<file path="src/rtl/rt16_pkg.sv">
// Package: shared types and constants for the 16-bit reload timer.
// Assumes a byte-wide register bus with a 2-bit address.
package rt16_pkg;
    localparam int BYTE_W = 8;
    localparam int ADDR_W = 2;

    // Operating mode held in mode bits 5:4
    typedef enum logic [1:0] {
        MODE_TIMER  = 2'b00,
        MODE_PULSE  = 2'b01,
        MODE_EVENT  = 2'b10,
        MODE_HOLD   = 2'b11
    } rt_mode_e;

    localparam logic [ADDR_W-1:0] ADR_LO   = 2'd0;
    localparam logic [ADDR_W-1:0] ADR_HI   = 2'd1;
    localparam logic [ADDR_W-1:0] ADR_MODE = 2'd2;

    localparam int MODE_DEFER_BIT = 0;
    localparam int MODE_SEL_LSB   = 4;
endpackage

</file>
<file path="src/rtl/rt16_evsync.sv">
// Module: rt16_evsync
// Brings an asynchronous pin into the clock domain through a chain of
// flip-flops and emits a one-cycle pulse for each rising edge.
// Assumes the pin stays at each level for longer than one clock period.
module rt16_evsync #(
    parameter int SYNC_STAGES = 2
) (
    input  logic clk,
    input  logic rst_n,
    input  logic pin_async,
    output logic rise_pulse
);
    logic [SYNC_STAGES-1:0] sync_q;
    logic                   last_q;

    // First stage samples the raw pin
    always_ff @(posedge clk) begin
        if (!rst_n) sync_q[0] <= 1'b0;
        else        sync_q[0] <= pin_async;
    end

    // Remaining synchroniser stages
    generate
        for (genvar s = 1; s < SYNC_STAGES; s++) begin : g_stage
            always_ff @(posedge clk) begin
                if (!rst_n) sync_q[s] <= 1'b0;
                else        sync_q[s] <= sync_q[s-1];
            end
        end
    endgenerate

    // Delayed copy of the synchronised level for edge detection
    always_ff @(posedge clk) begin
        if (!rst_n) last_q <= 1'b0;
        else        last_q <= sync_q[SYNC_STAGES-1];
    end

    // Edge detect on the synchronised level
    always_comb rise_pulse = sync_q[SYNC_STAGES-1] & ~last_q;


    ev_single_chk: assert property (@(posedge clk) disable iff (!rst_n)
        rise_pulse |=> !rise_pulse);
endmodule

</file>
<file path="src/rtl/rt16_regif.sv">
// Module: rt16_regif
// Register bus front end: low-byte staging, high-byte commit, mode byte,
// and the read buffer that keeps the two halves of a read coherent.
// Assumes at most one access (read or write) per cycle.
module rt16_regif
    import rt16_pkg::*;
#(
    parameter int CNT_W = 16
) (
    input  logic                clk,
    input  logic                rst_n,
    input  logic [ADDR_W-1:0]   bus_addr,
    input  logic                bus_wr,
    input  logic                bus_rd,
    input  logic [BYTE_W-1:0]   bus_wdata,
    output logic [BYTE_W-1:0]   bus_rdata,
    input  logic [CNT_W-1:0]    cnt_live,
    output logic [BYTE_W-1:0]   mode_q,
    output logic                commit,
    output logic [CNT_W-1:0]    commit_val
);
    localparam int LO_W = CNT_W - BYTE_W;

    logic [LO_W-1:0] stage_q;
    logic [LO_W-1:0] rdbuf_q;
    logic            wr_lo, wr_hi, wr_mode, rd_hi;

    // Access decode
    always_comb begin
        wr_lo   = bus_wr && (bus_addr == ADR_LO);
        wr_hi   = bus_wr && (bus_addr == ADR_HI);
        wr_mode = bus_wr && (bus_addr == ADR_MODE);
        rd_hi   = bus_rd && (bus_addr == ADR_HI);
    end

    // Hidden low-byte staging register
    always_ff @(posedge clk) begin
        if (!rst_n)     stage_q <= '1;
        else if (wr_lo) stage_q <= LO_W'(bus_wdata);
    end

    // Mode byte
    always_ff @(posedge clk) begin
        if (!rst_n)       mode_q <= '0;
        else if (wr_mode) mode_q <= bus_wdata;
    end

    // Read buffer: low half frozen on a high-byte read
    always_ff @(posedge clk) begin
        if (!rst_n)     rdbuf_q <= '1;
        else if (rd_hi) rdbuf_q <= cnt_live[LO_W-1:0];
    end

    // Atomic commit of both halves on the high-byte write
    always_comb begin
        commit     = wr_hi;
        commit_val = {bus_wdata, stage_q};
    end

    // Read data multiplexer
    always_comb begin
        bus_rdata = '0;
        if (bus_rd) begin
            unique case (bus_addr)
                ADR_LO:   bus_rdata = rdbuf_q[BYTE_W-1:0];
                ADR_HI:   bus_rdata = cnt_live[CNT_W-1:LO_W];
                ADR_MODE: bus_rdata = mode_q;
                default:  bus_rdata = '0;
            endcase
        end
    end


    stage_only_chk: assert property (@(posedge clk) disable iff (!rst_n)
        wr_lo |-> !commit);

    rdbuf_snap_chk: assert property (@(posedge clk) disable iff (!rst_n)
        rd_hi |=> rdbuf_q == $past(cnt_live[LO_W-1:0]));
endmodule

</file>
<file path="src/rtl/rt16_core.sv">
// Module: rt16_core
// Counter, reload value, underflow detection, interrupt flag and pulse
// output toggle. Count qualification by mode is done by the caller.
// Assumes tick is already gated for the selected mode.
module rt16_core #(
    parameter int CNT_W = 16
) (
    input  logic             clk,
    input  logic             rst_n,
    input  logic             tick,
    input  logic             commit,
    input  logic [CNT_W-1:0] commit_val,
    input  logic             defer_load,
    input  logic             toggle_en,
    input  logic             irq_clr,
    output logic [CNT_W-1:0] cnt_q,
    output logic             irq_flag,
    output logic             pulse_out
);
    logic [CNT_W-1:0] latch_q;
    logic [CNT_W-1:0] latch_next;
    logic             load_now;
    logic             underflow;

    // Next reload value including a commit in this cycle
    always_comb begin
        latch_next = commit ? commit_val : latch_q;
        load_now   = commit && !defer_load;
        underflow  = tick && (cnt_q == '0) && !load_now;
    end

    // Reload value register
    always_ff @(posedge clk) begin
        if (!rst_n) latch_q <= '1;
        else        latch_q <= latch_next;
    end

    // Down counter with immediate load taking priority over counting
    always_ff @(posedge clk) begin
        if (!rst_n)         cnt_q <= '1;
        else if (load_now)  cnt_q <= commit_val;
        else if (underflow) cnt_q <= latch_next;
        else if (tick)      cnt_q <= cnt_q - 1'b1;
    end

    // Interrupt request flag, set wins over clear
    always_ff @(posedge clk) begin
        if (!rst_n)         irq_flag <= 1'b0;
        else if (underflow) irq_flag <= 1'b1;
        else if (irq_clr)   irq_flag <= 1'b0;
    end

    // Pulse output toggle
    always_ff @(posedge clk) begin
        if (!rst_n)                      pulse_out <= 1'b0;
        else if (underflow && toggle_en) pulse_out <= ~pulse_out;
    end


    irq_set_chk: assert property (@(posedge clk) disable iff (!rst_n)
        underflow |=> irq_flag);

    irq_hold_chk: assert property (@(posedge clk) disable iff (!rst_n)
        (irq_flag && !irq_clr) |=> irq_flag);

    load_now_chk: assert property (@(posedge clk) disable iff (!rst_n)
        load_now |=> cnt_q == $past(commit_val));

    idle_hold_chk: assert property (@(posedge clk) disable iff (!rst_n)
        (!tick && !load_now) |=> $stable(cnt_q));

    pulse_hold_chk: assert property (@(posedge clk) disable iff (!rst_n)
        !(underflow && toggle_en) |=> $stable(pulse_out));
endmodule

</file>
<file path="src/rtl/reload_timer16.sv">
// Module: reload_timer16
// Top level of the 16-bit reload timer: register front end, event-pin
// synchroniser, count-source selection by mode, and the counter core.
// Assumes a single clock domain apart from ev_pin.
module reload_timer16
    import rt16_pkg::*;
#(
    parameter int CNT_W       = 16,
    parameter int SYNC_STAGES = 2
) (
    input  logic              clk,
    input  logic              rst_n,
    input  logic [ADDR_W-1:0] bus_addr,
    input  logic              bus_wr,
    input  logic              bus_rd,
    input  logic [BYTE_W-1:0] bus_wdata,
    output logic [BYTE_W-1:0] bus_rdata,
    input  logic              cnt_pulse,
    input  logic              ev_pin,
    input  logic              irq_clr,
    output logic              irq_flag,
    output logic              pulse_out
);
    logic [CNT_W-1:0]  cnt_live;
    logic [BYTE_W-1:0] mode_q;
    logic              commit;
    logic [CNT_W-1:0]  commit_val;
    logic              ev_rise;
    logic              tick;
    rt_mode_e          mode_sel;

    rt16_regif #(.CNT_W(CNT_W)) regif_i (
        .clk        (clk),
        .rst_n      (rst_n),
        .bus_addr   (bus_addr),
        .bus_wr     (bus_wr),
        .bus_rd     (bus_rd),
        .bus_wdata  (bus_wdata),
        .bus_rdata  (bus_rdata),
        .cnt_live   (cnt_live),
        .mode_q     (mode_q),
        .commit     (commit),
        .commit_val (commit_val)
    );

    rt16_evsync #(.SYNC_STAGES(SYNC_STAGES)) evsync_i (
        .clk        (clk),
        .rst_n      (rst_n),
        .pin_async  (ev_pin),
        .rise_pulse (ev_rise)
    );

    // Count source selection from mode bits 5:4
    always_comb begin
        mode_sel = rt_mode_e'(mode_q[MODE_SEL_LSB +: 2]);
        unique case (mode_sel)
            MODE_TIMER: tick = cnt_pulse;
            MODE_PULSE: tick = cnt_pulse;
            MODE_EVENT: tick = ev_rise;
            default:    tick = 1'b0;
        endcase
    end

    rt16_core #(.CNT_W(CNT_W)) core_i (
        .clk        (clk),
        .rst_n      (rst_n),
        .tick       (tick),
        .commit     (commit),
        .commit_val (commit_val),
        .defer_load (mode_q[MODE_DEFER_BIT]),
        .toggle_en  (mode_sel == MODE_PULSE),
        .irq_clr    (irq_clr),
        .cnt_q      (cnt_live),
        .irq_flag   (irq_flag),
        .pulse_out  (pulse_out)
    );


    hold_mode_chk: assert property (@(posedge clk) disable iff (!rst_n)
        (mode_sel == MODE_HOLD && !commit) |=> $stable(cnt_live));

    event_src_chk: assert property (@(posedge clk) disable iff (!rst_n)
        (mode_sel == MODE_EVENT && !ev_rise && !commit) |=> $stable(cnt_live));
endmodule

</file>
<file path="config.mk">
export PLATFORM = sky130hd
export DESIGN_NAME = reload_timer16
export DESIGN_NICKNAME = d
export VERILOG_FILES = /design/src/rtl/rt16_pkg.sv /design/src/rtl/rt16_evsync.sv /design/src/rtl/rt16_regif.sv /design/src/rtl/rt16_core.sv /design/src/rtl/reload_timer16.sv
export SDC_FILE = /design/constraint.sdc
export NUM_CORES = 1
export LEC_CHECK = 0
export ABC_CLOCK_PERIOD_IN_PS = 3200
export BUFFER_PORTS_ARGS = -buffer_cell sky130_fd_sc_hd__buf_4
export CAP_MARGIN = 0
export CORE_MARGIN = 2
export CORE_UTILIZATION = 35
export CTS_CLUSTER_SIZE = 16
export DETAILED_ROUTE_END_ITERATION = 8
export HOLD_SLACK_MARGIN = 0.1
export PLACE_DENSITY_LB_ADDON = 0.25
export RECOVER_POWER = 100
export SLEW_MARGIN = 20
export SYNTH_ARGS = -nofsm -noshare
export SYNTH_HDL_FRONTEND = slang
export SYNTH_HIERARCHICAL = 1
export SYNTH_SLANG_ARGS = --single-unit
</file>
<file path="constraint.sdc">
create_clock -name clk -period 3.2 [get_ports clk]
set_clock_uncertainty 0.1 [all_clocks]
set_input_delay 0.16 -clock clk [delete_from_list [all_inputs] [get_ports clk]]
set_output_delay 0.16 -clock clk [all_outputs]
set_load 0.1 [all_outputs]
</file>
==> results.tsv <==
stage	metric	value	unit
critical_path	end_kind	flop	
detailed_routing	viasPerCell	5.20	
detailed_routing	vias	2650	
power	ir_drop	0.199	mV
critical_path	path_cells	clkbuf_4 -> clkbuf_1 -> nand2_1 -> nor2_1 -> a31oi_1	
sta	holdWs	0.168	ns
power	seqPwrFrac	0.444	
floorplanning	io_pins	27	
place	place_congestion	0.850	
sta	setup_tns	0	ns
grt	grt_use_total	0.174	
synth	seq_area_frac_synth	0.391	
clocking	cts_tree	yes	
run_status	status	complete, but fails checks	
clocking	cts_hold_buffers	10	
power	p_comb_frac	0.146	
detailed_routing	drt_iter0_markers	138	
critical_path	rr_startpoint	core_i/cnt_q[12]	
synth	synth_xor_area_frac	0.0280	
sta	period_minus_slack	2.58	ns
power	p_sw_frac	0.281	
synth	syn_inst	373	
clocking	cts_setup_buffers	0	
critical_path	cpPeakStageDelay	1.81	ns
synth	synth_top_area_share	0.391	
synth	synth_fa_ha_area_frac	0.00400	
sta	fin_ws	0.621	ns
power	power.density	525	nW/um^2
critical_path	critPathBufInv	2	
detailed_routing	drc_errors	0	
min_path	hp-start	rst_n	
synth	synth_area_leaders	dfxtp_1 (39%), nand2_1 (7.4%), mux2i_1 (5.8%), nand3_1 (5.6%), o21ai_0 (3.4%)	
power	p_clk_frac	0.410	
floorplanning	die_w	98.5	um
detailed_routing	routed_wl	8210	um
floorplanning	placementRows	34	
synth	yosysTopAreaCell	dfxtp_1	
sta	rsz0062_at_grt	false	
grt	antenna_found_initial	0	
clocking	clk_pin_slew	0.07	ns
final_layout	syn2layout_area_growth	15.5	%
sta	slew_headroom	-0.699	
critical_path	crit_family	buffers and inverters	
sta	finalCritPeriodShare	0.806	
detailed_routing	detail_route.wl_per_cell	16.1	um
synth	synthFlopType	dfxtp_1	
clocking	clock_sinks	61	
grt	first_global_vias	2452	
critical_path	cp-startpoint	rst_n	
final_layout	final_util	0.416	
detailed_routing	antenna_left	0	
power	switching_power	0.533	mW
clocking	cts_htree_levels	3	
place	dp_slack	0.792	ns
sta	worstMarginPinSlew	2.55	ns
grt	grt-ovfl-total	0	
place	hpwl	5380	um
run	drv_cap	1	
synth	yosys.area_share.simple	0.315	
synth	synth_area	3130	um^2
synth	ys_types	53	
final_layout	final_nets	415	
detailed_routing	drtPass1Iterations	4	
final_layout	fin_area	3610	um^2
power	p_leak	1.41	nW
sta	hold_viol_final	0	
run_status	violations	capacitance limit, slew limit	
synth	synth-edff-count	0	
clocking	max-clock-path-buffers	2	
clocking	worstSkewPairLatency	0.34	ns
critical_path	path_class	in -> reg	
sta	clock.fmax	0.388	GHz
floorplanning	dieArea	9700	um^2
synth	syn_nets	391	
floorplanning	core_area	8680	um^2
sta	setup_viol	0	
critical_path	path_max_fanout	60	
place	placed_cell_area	3330	um^2
critical_path	crit_slowest_cell	clkbuf_1	
critical_path	cp.arrival	2.58	ns
clocking	cts_buffers	9	
grt	grt_start_max_net_pins	61	
synth	synth_seq_cells	61	
final_layout	drive_gt1_frac	0.142	
final_layout	nFillCells	923	
min_path	holdCritPathClass	in -> reg	
place	numPortBuffers	26	
synth	avgSynthCellArea	8.38	um^2
power	p_int	1.36	mW
clocking	cts_resized	0	
clocking	cts_root_buffer	clkbuf_8	
floorplanning	start_util	0.360	
floorplanning	die_h	98.5	um
sta	report.final.slew_viol_count	61	
synth	synth-warning-count	6	
synth	async_reset_ff_frac	0	
critical_path	cp.required	3.20	ns
final_layout	antenna_cells	0	
synth	synth.area.mux_share	0.0757	
synth	synth_compound_area_frac	0.123	
critical_path	start_kind	input pin	
grt	grt_pass1_wl	13300	um
synth	synth_top_family_by_area	simple AND/OR/NAND/NOR gates	
stage by stage:
| stage | std cells | power [mW] |
|---|---|---|
| finish | 510 | 1.90 |
| global route | 510 | 1.98 |
| CTS | 510 | 1.92 |
| detailed placement | 484 | 1.13 |
| global placement | 484 | 1.13 |
| floorplan | 373 | 1.06 |
path summary, 6_finish.rpt:
kind                              to  slack [ns]  cells after the start
setup reg to reg     core_i/cnt_q[7]        0.65                      4
hold / removal      core_i/pulse_out        0.17                      3
setup / recovery     core_i/cnt_q[1]        0.62                      5
hold reg to reg   evsync_i/sync_q[1]        0.33                      1
power by group through the flow:
| stage | sequential (mW) | combinational, mW | clock (mW) |
|---|---|---|---|
| after floorplan | 0.845 | 0.214 | 0 |
| after global placement | 0.857 | 0.274 | 0 |
| after CTS | 0.841 | 0.284 | 0.793 |
| final | 0.842 | 0.277 | 0.777 |
| after global routing | 0.848 | 0.303 | 0.834 |
| after detailed placement | 0.858 | 0.273 | 0 |
metal layers:
layer | vias up | track usage | part of all wire
li1 | 1348 | - | -
met1 | 1234 | 0.260 | 0.50
met2 | 57 | 0.247 | 0.44
met3 | 11 | 0.0312 | 0.049
met4 | 0 | 0.0695 | 0.016
met5 | - | 0 | 0
cell families after synthesis:
logic type      after synthesis
compound gates               64
xor+xnor                     10
fa+ha+maj                     1
buf+inv                      35
flops                        61
mux                          23
simple gates                179
cells in the final DEF (no fill, tap or decap), types with 5 or more instances in the layout:
cell type / n
a21oi_1: 17
and2_1: 12
and3_1: 13
buf_4: 20
clkbuf_1: 13
clkbuf_8: 10
dfxtp_1: 61
dlygate4sd3_1: 10
inv_1: 5
mux2i_1: 18
nand2_1: 62
nand3_1: 35
nand3b_1: 10
nor2_1: 12
nor2b_1: 5
o211ai_1: 7
o21ai_0: 23
or2_2: 5
xor2_1: 7
flip-flops by register name, indices dropped and copies added (netlist names):
| register | flops |
|---|---|
| core_i/cnt_q | 16 |
| core_i/irq_flag | 1 |
| core_i/latch_q | 16 |
| core_i/pulse_out | 1 |
| evsync_i/last_q | 1 |
| evsync_i/sync_q | 2 |
| regif_i/mode_q | 8 |
| regif_i/rdbuf_q | 8 |
| regif_i/stage_q | 8 |
area by class of cell:
| cell class | instances | area (um^2) | share of cell area |
|---|---|---|---|
| well taps | 108 | 135 | 0.0374 |
| repair buffers | 43 | 303 | 0.0839 |
| clock buffers | 11 | 141 | 0.0392 |
| multi-input cells | 277 | 1710 | 0.473 |
| inverters | 5 | 18.8 | 0.00520 |
| clock inverters | 5 | 83.8 | 0.0232 |
| flip-flops and latches | 61 | 1220 | 0.338 |
worst reg2reg max path, delay by kind of cell, from the launching register on:
| family | cells | cell delay, ns |
|---|---|---|
| compound gates | 2 | 0.55 |
| flops | 1 | 0.37 |
| simple gates | 2 | 1.26 |
cell usage after synthesis (2+ instances only):
library cell / instances
mux2_2: 5
nand3b_1: 10
and2_1: 13
o311ai_1: 2
clkbuf_2: 2
buf_2: 6
or2_2: 5
a2111oi_0: 2
nor3b_2: 2
nor4_1: 2
nor2b_1: 5
buf_4: 10
nand4_1: 2
o31ai_1: 2
a211oi_1: 3
xnor2_1: 3
a21oi_1: 17
o21ai_1: 3
and3b_2: 2
clkbuf_1: 9
o21ai_0: 21
and3_1: 13
nor3_1: 3
nand2_1: 62
o211ai_1: 7
nor2_1: 12
dfxtp_1: 61
nand3_1: 35
a211o_1: 2
a31oi_1: 2
inv_1: 5
mux2i_1: 18
xor2_1: 7
Power figures use the tool's default switching activity.
